[src/rtl/cla_pkg.sv]
package cla_pkg;
  localparam int unsigned SLICE_W  = 8;
  localparam int unsigned N_SLICES = 8;
  localparam int unsigned ADD_W    = SLICE_W * N_SLICES;

  typedef struct packed {
    logic gen;
    logic prop;
  } gp_t;
endpackage

[src/rtl/cla_slice.sv]
module cla_slice #(
  parameter int unsigned W = cla_pkg::SLICE_W
) (
  input  logic [W-1:0] x,
  input  logic [W-1:0] y,
  input  logic         c_in,
  output logic [W-1:0] s,
  output cla_pkg::gp_t gp
);
  logic [W-1:0] bit_g;
  logic [W-1:0] bit_p;
  logic [W-1:0] half;
  logic [W:0]   c;

  assign bit_g = x & y;
  assign bit_p = x | y;
  assign half  = x ^ y;
  assign c[0]  = c_in;

  genvar i;
  generate
    for (i = 0; i < W; i++) begin : g_bit
      assign c[i+1] = bit_g[i] | (bit_p[i] & c[i]);
      assign s[i]   = half[i] ^ c[i];
    end
  endgenerate

  always_comb begin
    logic run_p;
    gp.gen  = 1'b0;
    run_p   = 1'b1;
    for (int j = W - 1; j >= 0; j--) begin
      gp.gen = gp.gen | (run_p & bit_g[j]);
      run_p  = run_p & bit_p[j];
    end
    gp.prop = run_p;
  end
endmodule

[src/rtl/cla_carry_unit.sv]
module cla_carry_unit #(
  parameter int unsigned N = cla_pkg::N_SLICES
) (
  input  cla_pkg::gp_t [N-1:0] gp,
  input  logic                 c0,
  output logic [N:0]           c
);
  always_comb begin
    c[0] = c0;
    for (int k = 0; k < N; k++) begin
      logic acc;
      logic term;
      acc = 1'b0;
      for (int j = 0; j <= k; j++) begin
        term = gp[j].gen;
        for (int m = j + 1; m <= k; m++) term = term & gp[m].prop;
        acc = acc | term;
      end
      term = c0;
      for (int m = 0; m <= k; m++) term = term & gp[m].prop;
      c[k+1] = acc | term;
    end
  end
endmodule

[src/rtl/cla_adder64.sv]
module cla_adder64 #(
  parameter int unsigned SLICE_W  = cla_pkg::SLICE_W,
  parameter int unsigned N_SLICES = cla_pkg::N_SLICES,
  localparam int unsigned W       = SLICE_W * N_SLICES
) (
  input  logic [W-1:0] op_a,
  input  logic [W-1:0] op_b,
  input  logic         carry_in,
  output logic [W-1:0] sum,
  output logic         carry_out
);
  cla_pkg::gp_t [N_SLICES-1:0] slice_gp;
  logic [N_SLICES:0]           slice_c;

  genvar k;
  generate
    for (k = 0; k < N_SLICES; k++) begin : g_slice
      cla_slice #(.W(SLICE_W)) u_slice (
        .x    (op_a[k*SLICE_W +: SLICE_W]),
        .y    (op_b[k*SLICE_W +: SLICE_W]),
        .c_in (slice_c[k]),
        .s    (sum[k*SLICE_W +: SLICE_W]),
        .gp   (slice_gp[k])
      );
    end
  endgenerate

  cla_carry_unit #(.N(N_SLICES)) u_carry (
    .gp (slice_gp),
    .c0 (carry_in),
    .c  (slice_c)
  );

  assign carry_out = slice_c[N_SLICES];
endmodule

[config.mk]
export PLATFORM = sky130hd
export DESIGN_NAME = cla_adder64
export DESIGN_NICKNAME = d
export VERILOG_FILES = /design/src/rtl/cla_pkg.sv /design/src/rtl/cla_slice.sv /design/src/rtl/cla_carry_unit.sv /design/src/rtl/cla_adder64.sv
export SDC_FILE = /design/constraint.sdc
export NUM_CORES = 1
export LEC_CHECK = 0
export ABC_AREA = 0
export BUFFER_PORTS_ARGS = -buffer_cell sky130_fd_sc_hd__clkbuf_2
export CELL_PAD_IN_SITES_DETAIL_PLACEMENT = 0
export CELL_PAD_IN_SITES_GLOBAL_PLACEMENT = 1
export CORE_ASPECT_RATIO = 2
export CORE_MARGIN = 5
export CORE_UTILIZATION = 37
export DETAILED_ROUTE_END_ITERATION = 7
export PLACE_DENSITY = 0.9
export SYNTH_ARGS = -nofsm -noshare
export SYNTH_HDL_FRONTEND = slang
export SYNTH_HIERARCHICAL = 1
export SYNTH_SLANG_ARGS = --single-unit
[constraint.sdc]
create_clock -name vclk -period 6.5
set_clock_uncertainty 0.05 [all_clocks]
set_input_delay 0.65 -clock vclk [all_inputs]
set_output_delay 0.65 -clock vclk [all_outputs]
set_load 0.05 [all_outputs]
# Word level (Yosys, flattened, before mapping)
# Cells that the tools add are included.
dict set report totals {
  register_bits 0
  inputBits 129
  out_inout_bits 65
  elab_cells 440
}
dict set report op_classes {
  bitwise_logic 440
}
# operator n
set op_table {}
lappend op_table {{$and 1x1->1} 204}
lappend op_table {{$or 1x1->1} 148}
lappend op_table {{$and 8x8->8} 8}
lappend op_table {{$or 8x8->8} 8}
lappend op_table {{$xor 1x1->1} 64}
lappend op_table {{$xor 8x8->8} 8}

# Logic depth before layout (Yosys ltp)
# Gate-level depths: netlist of run 1.
dict set report logic_depth {
  depth_word 37
  mapped_depth 20
  depth_no_buf 20
}

# Modules after synthesis
# The synthesis of run 1 kept the hierarchy.
# module n_inst cells_each area_each_um2 seq_area_each_um2
set modules_own_cells {}
lappend modules_own_cells {{cla_slice at g_slice[0].u_slice ...} 7 59 540.5 0.0}
lappend modules_own_cells {{cla_slice at g_slice[7].u_slice} 1 59 534.3 0.0}
lappend modules_own_cells {cla_carry_unit 1 15 125.1 0.0}

# Least setup slack after synthesis of run 1
# OpenSTA, ideal clock, no wires.
dict set report synth_path {
  path_kind {input to output}
  from {input op_b[7]}
  to {output sum[62]}
  arrival_time_ns 4.784
  setup_slack_ns 1.016
  path_stages 20
  path_cell_list {inv_1 ha_1 and2b_4 nor3_2 o211ai_2 a21oi_1 o21ai_2 a221o_2 a21o_2 inv_1 fa_1 fa_1 inv_1 fa_1 fa_1 fa_1 fa_1 inv_1 fa_1 inv_1}
}
# element line
set synth_rtl {}
lappend synth_rtl {{from (decl)} cla_adder64.sv:7} ;# input logic [W-1:0] op_b,
lappend synth_rtl {{to (decl)} cla_adder64.sv:9} ;# output logic [W-1:0] sum,

==> flow_metrics.py, run 1 <==
metrics = {
    "cells_and_area": {
        "final_common_cell": "clkbuf_2",
        "n_clock_buffer": 0,
        "regArea_um2": 0,
        "fill_cells": 1216,
        "num_antenna_cells": 0,
        "layout.nets": 995,
        "drive_above_1_share_pct": 37.6,
        "syn_to_final_growth_pct": 25.8,
        "final_core_util_pct": 47.5,
        "flops_and_latches": 0,
        "mostFrequentLayoutCells": "194 x clkbuf_2, 177 x inv_1, 128 x ha_1",
    },
    "die": {
        "fp.coreArea_um2": 11800,
        "initial_core_util_pct": 37.7,
        "fp.dieArea_um2": 14400,
        "die_height_um": 165,
        "std_cell_rows": 56,
        "die_w_um": 87.5,
        "io_pins": 194,
    },
    "setup_path": {
        "critical_path_class": "input port to output pin",
        "cp.arrival_ps": 5200,
        "crit_path_cell_trace": "clkbuf_2 -> inv_1 -> ha_1 -> and2b_1 -> nor3_2 -> o211ai_2 -> a21oi_1 -> o21ai_2 -> a221o_2 -> a21o_2 -> inv_1 -> fa_1 -> fa_1 -> inv_1 -> fa_1 -> fa_1 -> fa_1 -> fa_1 -> inv_1 -> fa_1 -> inv_1 -> clkbuf_2",
        "slowest_stage": "fa_1",
        "end_kind": "output pin",
        "slowest_delay_ps": 410,
        "crit_path_frequent_cell": "fa_1",
        "critical_path.top_delay_family": "adder cells",
        "crit_required_ps": 5800,
        "cp_max_fo": 3,
        "critical_path_buf_inv_count": 7,
        "cp-start-kind": "input port",
    },
    "timing": {
        "report.final.slew_viol_count": 0,
        "slew_headroom_pct": 75.3,
        "fin_tns_setup_ps": 0,
        "setup_viol": 0,
        "worst_slew_pin_slew_ps": 367,
        "final.period_utilization_pct": 90.8,
        "period_needed_ps": 5900,
        "rsz0062_at_grt": "no",
        "max_freq_ghz": 0.169,
        "finalHoldViolCount": 0,
    },
    "cts": {
        "post-cts-setup-buffers": 0,
        "cts_hold_buf": 0,
        "cts_resized": 0,
    },
    "power_and_ir_drop": {
        "switching_share_pct": 72.6,
        "power_w": 0.000704,
        "power_leakage_nw": 3.51,
        "powerDensity_nw_per_um2": 126,
        "clockPowerShare_pct": 0,
        "internal-power_w": 0.000193,
        "power_frac_seq_pct": 0,
        "combPwrFrac_pct": 100.0,
        "switchingPower_w": 0.000511,
        "ir_drop_v": 0.0000737,
    },
    "global_routing": {
        "grt_pass1_wl_um": 17100,
        "overflow": 0,
        "grt_max_degree": 4,
        "grt_pass1_vias": 4148,
        "grt_antenna_before_repair": 0,
        "grt.total_usage_pct": 14.3,
    },
    "job": {
        "drv_cap": 0,
    },
    "detailed_routing": {
        "num_vias": 3660,
        "drc_errors": 0,
        "wl_per_cell_um": 12.5,
        "routed_via_density": 4.44,
        "dr.first_iter.drc_count": 31,
        "drtAntennaViolNets": 0,
        "dr.pass1.iters": 4,
        "routed_wl_um": 10300,
    },
    "placed_design": {
        "dp_hpwl_um": 10300,
        "io_buffer_count": 194,
        "gp_congestion": 0.856,
    },
    "logic_synthesis": {
        "synth_area_um2": 4440,
        "synth.avg_cell_area_um2": 9.12,
        "syn_inst": 487,
        "seq_area_frac_synth_pct": 0,
        "yosysUniqueCellTypes": 24,
        "yosys_warnings": 6,
        "synth_fp_nets": 800,
    },
    "hold_path": {
        "hold_path_class": "input port to output pin",
    },
    "status": {
        "status": "finished clean",
    },
}
-- routing by layer --
metal	global-route usage, %	vias to the layer above	wire length [um]
met5	0	-	0
met4	2.44	0	214
met3	1.60	14	619
met2	32.3	124	6530
met1	12.3	1732	2970
li1	-	1790	-
-- power by group through the flow --
stage	Sequential, W	Combinational [W]	Clock [W]
after floorplan	0	0.000545	0
after global placement	0	0.000700	0
after detailed placement	0	0.000715	0
after CTS	0	0.000718	0
after global routing	0	0.000765	0
final	0	0.000704	0
-- final cells by class --
type	count	area, um2	share of cell area, %
timing repair buffer	194	971	17.4
inverter	177	664	11.9
multi-input combinational	309	3770	67.5
tap	145	181	3.25
-- cells by family (layout without fill, tap and decap cells) --
logic type / Yosys count / in the layout / synth area share, %
adder cells (fa/ha/maj): 184 / 184 / 61.3
buffers and inverters: 178 / 371 / 15.1
AND/OR/NAND/NOR: 89 / 89 / 16.4
AO/OA/AOI/OAI: 28 / 28 / 5.58
XOR/XNOR: 8 / 8 / 1.58
-- worst paths after layout --
kind / start / end / slack [ps] / depth (start not counted)
hold / removal: op_a[50] / sum[50] / 1790 / 3
setup / recovery: op_a[2] / sum[62] / 600 / 22
-- synthesized netlist by cell type --
| library cell | n | share of area (%) |
|---|---|---|
| a21o_1 | 3 | 0.51 |
| a21o_2 | 4 | 0.79 |
| a21oi_1 | 1 | 0.11 |
| a221o_2 | 1 | 0.25 |
| a31o_1 | 1 | 0.20 |
| a41oi_2 | 1 | 0.37 |
| and2b_1 | 7 | 1.2 |
| and2b_4 | 8 | 1.8 |
| and3_1 | 1 | 0.14 |
| buf_4 | 1 | 0.17 |
| fa_1 | 56 | 25 |
| ha_1 | 128 | 36 |
| inv_1 | 177 | 15 |
| nand2_2 | 8 | 1.1 |
| nor2_1 | 8 | 0.68 |
| nor2b_1 | 9 | 1.3 |
| nor3_1 | 1 | 0.11 |
| nor3_2 | 23 | 5.2 |
| nor3b_1 | 16 | 2.7 |
| nor4_2 | 8 | 2.3 |
| o211ai_2 | 8 | 2.3 |
| o21ai_0 | 8 | 0.90 |
| o21ai_2 | 1 | 0.20 |
| xnor2_1 | 8 | 1.6 |
-- tightest hold or removal path: stages --
cell and delay [ps]:
clkbuf_2 120, fa_1 160, clkbuf_2 270
-- per-stage QoR --
stage	area (um2)	cells	setup slack [ps]	hold slack [ps]
after floorplan	4440	487	1020	1670
after CTS	5590	825	528	1800
after global routing	5590	825	300	1810
final	5590	825	597	1790
after global placement	5590	825	645	1790
after detailed placement	5590	825	539	1800
Note: power is estimated with default switching activity, not from simulation.
==> run 2: changes to the inputs <==
CORE_UTILIZATION = 38   (was 37)
PLACE_DENSITY = 0.92   (was 0.9)
clock period = 6.9 ns   (was 6.5 ns; I/O delays follow)
==> run 2 against run 1 <==
Against the previous run: design area barely moved; flip-flop and latch count did not move; hold slack improved by 80 ps; power fell by 6.1%; utilization rose by 0.59 points; via count fell by 0.38%; final cell count rose by 0.12%; setup slack improved by 330 ps; die area fell by 2.4%; routed wire length fell by 3.7%; combinational power fell by 6.1%; critical endpoint unchanged; largest power group unchanged.
==> flow_metrics.py, run 2 (same netlist as run 1, synthesis figures left out) <==
metrics = {
    "die": {
        "fp.dieArea_um2": 14100,
        "die_height_um": 163,
        "fp.coreArea_um2": 11600,
        "initial_core_util_pct": 38.2,
        "io_pins": 194,
        "std_cell_rows": 56,
        "die_w_um": 86.5,
    },
    "setup_path": {
        "cp_max_fo": 3,
        "slowest_stage": "fa_1",
        "cp-start-kind": "input port",
        "critical_path_class": "input port to output pin",
        "crit_path_frequent_cell": "fa_1",
        "crit_path_cell_trace": "clkbuf_2 -> inv_1 -> ha_1 -> and2b_4 -> nor3_2 -> o211ai_2 -> a21oi_1 -> o21ai_2 -> a221o_2 -> a21o_2 -> inv_1 -> fa_1 -> fa_1 -> inv_1 -> fa_1 -> fa_1 -> fa_1 -> fa_1 -> inv_1 -> fa_1 -> inv_1 -> clkbuf_2",
        "cp.arrival_ps": 5230,
        "slowest_delay_ps": 410,
        "crit_required_ps": 6160,
        "end_kind": "output pin",
    },
    "cells_and_area": {
        "final_cell_area_um2": 5590,
        "fin_cells": 826,
        "syn_to_final_growth_pct": 25.8,
        "regArea_um2": 0,
        "drive_above_1_share_pct": 37.6,
        "final_common_cell": "clkbuf_2",
        "fill_cells": 1146,
        "mostFrequentLayoutCells": "194 x clkbuf_2, 177 x inv_1, 128 x ha_1",
        "layout.nets": 995,
        "flops_and_latches": 0,
        "n_clock_buffer": 0,
        "multi_input_area_um2": 3770,
    },
    "power_and_ir_drop": {
        "combPwrFrac_pct": 100.0,
        "power_w": 0.000661,
        "switchingPower_w": 0.000479,
        "power_frac_seq_pct": 0,
        "power_leakage_nw": 3.51,
        "ir_drop_v": 0.0000774,
        "internal-power_w": 0.000182,
        "switching_share_pct": 72.5,
        "clockPowerShare_pct": 0,
        "powerDensity_nw_per_um2": 118,
    },
    "global_routing": {
        "grt_max_degree": 4,
        "grt.total_usage_pct": 13.8,
        "overflow": 0,
        "grt_antenna_before_repair": 1,
        "grt_pass1_vias": 3950,
        "grt_pass1_wl_um": 16300,
    },
    "detailed_routing": {
        "routed_via_density": 4.41,
        "drtAntennaViolNets": 0,
        "routed_wl_um": 9950,
        "dr.pass1.iters": 4,
        "num_vias": 3646,
        "dr.first_iter.drc_count": 31,
        "wl_per_cell_um": 12.0,
        "drc_errors": 0,
    },
    "placed_design": {
        "gp_congestion": 0.836,
        "place_area_um2": 5590,
        "dp_hpwl_um": 9920,
        "io_buffer_count": 194,
        "dp.cells": 825,
    },
    "timing": {
        "finalHoldViolCount": 0,
        "slew_headroom_pct": 75.8,
        "max_freq_ghz": 0.167,
        "worst_slew_pin_slew_ps": 359,
        "period_needed_ps": 5970,
        "report.final.slew_viol_count": 0,
        "setup_viol": 0,
        "final.period_utilization_pct": 86.6,
        "rsz0062_at_grt": "no",
        "fin_tns_setup_ps": 0,
        "fin_hold_ws_ps": 1870,
    },
    "status": {
        "status": "finished clean",
    },
    "job": {
        "drv_cap": 0,
    },
    "cts": {
        "cts_hold_buf": 0,
        "cts_resized": 0,
        "post-cts-setup-buffers": 0,
    },
    "hold_path": {
        "hold_path_class": "input port to output pin",
    },
}
-- run 2: changes by cell type in the layout (fill, tap and decap cells not counted), sizes merged --
| cell | delta |
|---|---|
| diode | +1 |
-- run 2: layout make-up --
class                           instances  share of cell area [%]
Tap cell                              145                    3.25
Multi-Input combinational cell        309                    67.5
Inverter                              177                    11.9
Antenna cell                            1                  0.0448
Timing Repair Buffer                  194                    17.4
-- run 2: power groups by stage --
stage	logic [W]	registers, W	clock network, W
3_5_place_dp	0.000672	0	0
2_1_floorplan	0.000514	0	0
6_report	0.000661	0	0.0000000000194
3_3_place_gp	0.000658	0	0
5_1_grt	0.000718	0	0.0000000000194
4_1_cts	0.000674	0	0
-- run 2: worst paths after layout --
check,cells after the start,slack [ps],end,from
worst max-delay path,22,930,sum[62],op_b[7]
worst min-delay path,3,1870,sum[5],op_a[5]
-- run 2: stage by stage --
step,util [%],setup slack (ps)
3_5_place_dp,48.0,935
5_1_grt,48.1,686
3_3_place_gp,48.0,960
4_1_cts,48.0,931
6_report,48.1,926
2_1_floorplan,-,1340
-- run 2: critical path: cells and delay by family --
| family | cells | cell delay, ps |
|---|---|---|
| compound gates | 5 | 1050 |
| simple gates | 2 | 330 |
| fa+ha+maj | 8 | 2500 |
| buf+inv | 7 | 650 |
-- run 2: routing by layer --
layer  part of all wire (%)  global-route usage [%]
met1                     31                    13.3
met2                     60                    29.5
met3                    7.1                    2.03
met4                    1.9                    2.06
met5                      0                       0
